## src/rtl/sfe_pkg.sv

```systemverilog
package sfe_pkg;

    typedef enum logic [1:0] {
        ST_GAP   = 2'd0,
        ST_IDLE  = 2'd1,
        ST_START = 2'd2,
        ST_BITS  = 2'd3
    } sfe_state_e;

    // Line level inside a three-slot bit cell: slot 0 low, slot 1 carries the
    // inverted bit value, slot 2 high.
    function automatic logic cell_level(input logic bit_v, input logic [1:0] slot);
        logic lvl;
        case (slot)
            2'd0:    lvl = 1'b0;
            2'd1:    lvl = ~bit_v;
            default: lvl = 1'b1;
        endcase
        return lvl;
    endfunction

endpackage

```

## src/rtl/sfe_tick_gen.sv

```systemverilog
module sfe_tick_gen #(
    parameter int CLKS_PER_SLOT = 2000
) (
    input  logic clk,
    input  logic rst,
    input  logic restart,
    output logic tick
);
    localparam int CNT_W = (CLKS_PER_SLOT > 1) ? $clog2(CLKS_PER_SLOT) : 1;
    localparam logic [CNT_W-1:0] CNT_LAST = CNT_W'(CLKS_PER_SLOT - 1);

    logic [CNT_W-1:0] cnt_d, cnt_q;

    assign tick = (cnt_q == CNT_LAST);

    always_comb begin
        if (restart || tick) begin
            cnt_d = '0;
        end else begin
            cnt_d = cnt_q + CNT_W'(1);
        end
    end

    always_ff @(posedge clk) begin
        if (rst) begin
            cnt_q <= '0;
        end else begin
            cnt_q <= cnt_d;
        end
    end
endmodule

```

## src/rtl/sfe_shift_reg.sv

```systemverilog
module sfe_shift_reg #(
    parameter int DATA_W = 26
) (
    input  logic              clk,
    input  logic              rst,
    input  logic              load_en,
    input  logic              shift_en,
    input  logic [DATA_W-1:0] data_i,
    output logic              msb_o
);
    logic [DATA_W-1:0] sh_d, sh_q;

    assign msb_o = sh_q[DATA_W-1];

    always_comb begin
        if (load_en) begin
            sh_d = data_i;
        end else if (shift_en) begin
            sh_d = {sh_q[DATA_W-2:0], 1'b0};
        end else begin
            sh_d = sh_q;
        end
    end

    always_ff @(posedge clk) begin
        if (rst) begin
            sh_q <= '0;
        end else begin
            sh_q <= sh_d;
        end
    end
endmodule

```

## src/rtl/slot_frame_encoder.sv

```systemverilog
module slot_frame_encoder #(
    parameter int CLKS_PER_SLOT = 2000,
    parameter int DATA_W        = 26,
    parameter int GAP_SLOTS     = 4
) (
    input  logic              clk,
    input  logic              rst,
    input  logic              load_i,
    input  logic [DATA_W-1:0] data_i,
    output logic              ready_o,
    output logic              busy_o,
    output logic              line_o
);
    import sfe_pkg::*;

    localparam int GAP_W = (GAP_SLOTS > 1) ? $clog2(GAP_SLOTS) : 1;
    localparam int IDX_W = (DATA_W > 1) ? $clog2(DATA_W) : 1;
    localparam logic [GAP_W-1:0] GAP_LAST = GAP_W'(GAP_SLOTS - 1);
    localparam logic [IDX_W-1:0] IDX_LAST = IDX_W'(DATA_W - 1);

    typedef struct packed {
        sfe_state_e       state;
        logic [GAP_W-1:0] gap;
        logic [IDX_W-1:0] idx;
        logic [1:0]       slot;
        logic             line;
    } ctl_t;

    localparam ctl_t CTL_RESET = '{state: ST_GAP, gap: '0, idx: '0, slot: '0, line: 1'b0};

    ctl_t ctl_d, ctl_q;
    logic tick;
    logic accept;
    logic shift_en;
    logic cur_bit;

    assign accept   = (ctl_q.state == ST_IDLE) && load_i;
    assign shift_en = tick && (ctl_q.state == ST_BITS) && (ctl_q.slot == 2'd2)
                      && (ctl_q.idx != IDX_LAST);

    // Slot divider, realigned at each accepted word so the start slot is full length.
    sfe_tick_gen #(
        .CLKS_PER_SLOT(CLKS_PER_SLOT)
    ) u_tick (
        .clk     (clk),
        .rst     (rst),
        .restart (accept),
        .tick    (tick)
    );

    sfe_shift_reg #(
        .DATA_W(DATA_W)
    ) u_shift (
        .clk      (clk),
        .rst      (rst),
        .load_en  (accept),
        .shift_en (shift_en),
        .data_i   (data_i),
        .msb_o    (cur_bit)
    );

    always_comb begin
        ctl_d = ctl_q;
        case (ctl_q.state)
            ST_GAP: begin
                ctl_d.line = 1'b0;
                if (tick) begin
                    if (ctl_q.gap == GAP_LAST) begin
                        ctl_d.state = ST_IDLE;
                        ctl_d.gap   = '0;
                    end else begin
                        ctl_d.gap = ctl_q.gap + GAP_W'(1);
                    end
                end
            end
            ST_IDLE: begin
                ctl_d.line = 1'b0;
                if (load_i) begin
                    ctl_d.state = ST_START;
                    ctl_d.line  = 1'b1;
                end
            end
            ST_START: begin
                if (tick) begin
                    ctl_d.state = ST_BITS;
                    ctl_d.idx   = '0;
                    ctl_d.slot  = 2'd0;
                    ctl_d.line  = cell_level(cur_bit, 2'd0);
                end
            end
            default: begin
                if (tick) begin
                    if (ctl_q.slot == 2'd2) begin
                        ctl_d.slot = 2'd0;
                        ctl_d.line = 1'b0;
                        if (ctl_q.idx == IDX_LAST) begin
                            ctl_d.state = ST_GAP;
                            ctl_d.gap   = '0;
                            ctl_d.idx   = '0;
                        end else begin
                            ctl_d.idx = ctl_q.idx + IDX_W'(1);
                        end
                    end else begin
                        ctl_d.slot = ctl_q.slot + 2'd1;
                        ctl_d.line = cell_level(cur_bit, ctl_q.slot + 2'd1);
                    end
                end
            end
        endcase
    end

    always_ff @(posedge clk) begin
        if (rst) begin
            ctl_q <= CTL_RESET;
        end else begin
            ctl_q <= ctl_d;
        end
    end

    assign ready_o = (ctl_q.state == ST_IDLE);
    assign busy_o  = (ctl_q.state != ST_IDLE);
    assign line_o  = ctl_q.line;
endmodule

```

## config.mk

```make
export PLATFORM = sky130hd
export DESIGN_NAME = slot_frame_encoder
export DESIGN_NICKNAME = d
export VERILOG_FILES = /design/src/rtl/sfe_pkg.sv /design/src/rtl/sfe_tick_gen.sv /design/src/rtl/sfe_shift_reg.sv /design/src/rtl/slot_frame_encoder.sv
export SDC_FILE = /design/constraint.sdc
export NUM_CORES = 1
export LEC_CHECK = 0
export ABC_AREA = 1
export BUFFER_PORTS_ARGS = -buffer_cell sky130_fd_sc_hd__buf_4
export CAP_MARGIN = 20
export CORE_ASPECT_RATIO = 1.1
export CORE_MARGIN = 3
export CORE_UTILIZATION = 40
export DETAILED_ROUTE_END_ITERATION = 7
export SYNTH_ARGS = -nofsm -noshare
export SYNTH_HDL_FRONTEND = slang
export SYNTH_SLANG_ARGS = --single-unit
```

## constraint.sdc

```tcl
create_clock -name clk -period 1.85 [get_ports clk]
set_input_delay 0.0925 -clock clk [delete_from_list [all_inputs] [get_ports clk]]
set_output_delay 0.0925 -clock clk [all_outputs]
set_load 0.01 [all_outputs]
```

==> flow_metrics.env <==
export IMPL_clk_insertion_delay_late_ps=290
export IMPL_yosys_warnings=0
export IMPL_required_ps=2080
export IMPL_antenna_left=0
export IMPL_synth_top_cells_by_area="dfxtp_1 39%, nand2_1 17%, nor2_1 11%, nand3_1 7.2%, ha_1 4.0%"
export IMPL_synth_seq_area_share=0.393
export IMPL_cts_tree="done"
export IMPL_outcome="completed"
export IMPL_die_h_um=88.9
export IMPL_syn_area_sq_um=2500
export IMPL_synth_cell_types=29
export IMPL_antenna_found_initial=0
export IMPL_hpwlAfterDp_um=3620
export IMPL_cp_arrival_ps=1940
export IMPL_tightest_slew_ps=263
export IMPL_critical_path_cell_chain="inv_1 > ha_1 > nand2_1 > buf_8 > nand3_1 > o21bai_1 > a21oi_1"
export IMPL_fin_crit_sh=0.922
export IMPL_synth_fp_nets=408
export IMPL_start_kind="register"
export IMPL_layout_nets=446
export IMPL_tns_ps=0
export IMPL_io_buffers=31
export IMPL_diodes=0
export IMPL_wl_met1_um=2370
export IMPL_drc=0
export IMPL_cp_endpoint="u_tick.cnt_q[10]"
export IMPL_start_util=0.422
export IMPL_whs_ps=30.7
export IMPL_r2r_cells=7
export IMPL_postSynthCellCount=371
export IMPL_grt_max_degree=29
export IMPL_ys_ff_latch=49
export IMPL_synth_edff_count=0
export IMPL_num_rows=29
export IMPL_grt_use_total=0.148
export IMPL_cts_sinks=49
export IMPL_root_buffer="clkbuf_8"
export IMPL_leakagePower_nw=1.20
export IMPL_max_vdd_ir_drop_uv=340
export IMPL_r2r_start="ctl_q[11]"
export IMPL_ioPinCount=32
export IMPL_min_period_ps=1710
export IMPL_max_slew_margin_rel=0.825
export IMPL_synth_ff_type="dfxtp_1"
export IMPL_critPathCaptureType="register"
export IMPL_cap_violations=0
export IMPL_routed_wl_um=5030
export IMPL_syn_area_per_cell_sq_um=6.73
export IMPL_first_pass_iters=4
export IMPL_r2r_slack_ps=140
export IMPL_layout_common_cells="110 x nand2_1, 74 x nor2_1, 49 x dfxtp_1, 43 x buf_4, 36 x nand3_1"
export IMPL_wl_per_cell_um=10.3
export IMPL_numCtsBuffers=5
export IMPL_htreeDepth=2
export IMPL_total_power_mw=1.93
export IMPL_drt_iter0_markers=82
export IMPL_p_per_area_nw_per_um2=640
export IMPL_drv_slew=0
export IMPL_post_cts_buffers=0
export IMPL_cts_max_path_buffers=2
export IMPL_clkTransAtPathRegs_ps=90
export IMPL_viasPerCell=4.69
export IMPL_setup_worst_path_start="ctl_q[11]"
export IMPL_dr_wl_met2_um=2430
export IMPL_gp_congestion=0.806
export IMPL_layout_commonest_cell="nand2_1"
export IMPL_max_freq_mhz=586
export IMPL_grt_overflow=0
export IMPL_highest_layer="met4"
export IMPL_setup_violations=0
export IMPL_dieArea_sq_um=7230
export IMPL_grt_pass1_wl_um=8670
export IMPL_hold_violations=0
export IMPL_area_growth_pct=20.7
export IMPL_die_w_um=81.4
export IMPL_async_flop_share=0
export IMPL_rsz0062_at_grt="true"
export IMPL_min_path_type="in2reg"
export IMPL_drive_gt1_frac=0.168
export IMPL_grt_pass1_vias=2104
export IMPL_max_stage_delay_ps=390
export IMPL_synth_top_cell_area_share=0.393
export IMPL_clock_skew_ps=5.53
export IMPL_wl_met3_um=205
export IMPL_vias=2282
export IMPL_path_max_fanout=28
export IMPL_reg2reg_to="u_tick.cnt_q[10]"
export IMPL_slowest_stage="dfxtp_1"
export IMPL_core_sq_um=5910
export IMPL_yosys_area_top_type="dfxtp_1"
export IMPL_path_class="reg2reg"
## kinds of logic after synthesis
kind of cell | synth area share
simple gates | 0.423
flops | 0.393
buf+inv | 0.0716
compound gates | 0.0486
fa+ha+maj | 0.0401
xor+xnor | 0.0245
## routing by layer
layer,global-route usage,vias to the layer above
met4,0.0323,0
met3,0.0363,2
met5,0,-
li1,-,1247
met1,0.174,1006
met2,0.271,27
## worst min path at each step
stage	start	endpoint	slack [ps]	cells after the start
6_report	rst	u_shift.sh_q[0]	30	2
5_1_grt	rst	u_shift.sh_q[0]	10	2
4_1_cts	rst	u_shift.sh_q[0]	20	2
2_1_floorplan	data_i[0]	u_shift.sh_q[0]	240	2
3_3_place_gp	rst	u_shift.sh_q[0]	340	2
3_5_place_dp	rst	u_shift.sh_q[0]	340	2
## repair_timing
| item | in CTS | in global routing |
|---|---|---|
| hold buffers | 0 | 0 |
| gates resized for setup | 0 | 7 |
| hold endpoints to repair | 0 | 0 |
| setup endpoints to repair | 0 | 35 |
## sequential cells by signal, indices dropped and copies added, names as in the netlist
| signal | flops |
|---|---|
| u_tick.cnt_q | 11 |
| line_o | 1 |
| u_shift.sh_q | 26 |
| ctl_q | 11 |
## final cells by class
cell class | count | area, sq um
Fill cell | 623 | 2900
Multi-Input combinational cell | 285 | 1360
Sequential cell | 49 | 981
Timing Repair Buffer | 46 | 378
Tap cell | 77 | 96.3
Clock buffer | 7 | 86.3
Inverter | 22 | 82.6
Clock inverter | 1 | 30.0
## synthesized netlist by cell type, types with 2 or more instances
cell type	number
nand3_1	36
buf_2	2
dfxtp_1	49
clkbuf_1	5
buf_1	3
nand4_1	3
o21ai_0	6
nor2_1	76
xnor2_1	2
inv_1	20
nand3_2	6
nand2_1	110
ha_1	8
xor2_1	5
nor3_1	8
a21oi_1	14
or2_2	2
buf_6	5
## critical path: cells and delay by family (launching register included)
kind	cells	cell delay, ps
AO/OA/AOI/OAI	2	330
adder cells (fa/ha/maj)	1	230
buffers and inverters	2	310
flip-flops	1	390
AND/OR/NAND/NOR	2	380
## power breakdown
part | total (mW) | internal [mW] | leakage, nW | switching [mW]
sequential | 1.06 | 1.06 | 0.395 | 0.00374
clock | 0.777 | 0.441 | 0.0585 | 0.336
combinational | 0.0905 | 0.0527 | 0.744 | 0.0378
## stage by stage
stage / area, sq um / setup slack, ps / util / instances
floorplan: 2500 / 280 / - / 371
global placement: 2870 / 143 / 0.485 / 479
detailed placement: 2870 / 90.4 / 0.485 / 479
CTS: 2990 / 62.9 / 0.505 / 487
global route: 3020 / -37.2 / 0.510 / 487
finish: 3020 / 144 / 0.510 / 487
(Power assumes the default switching activity.)
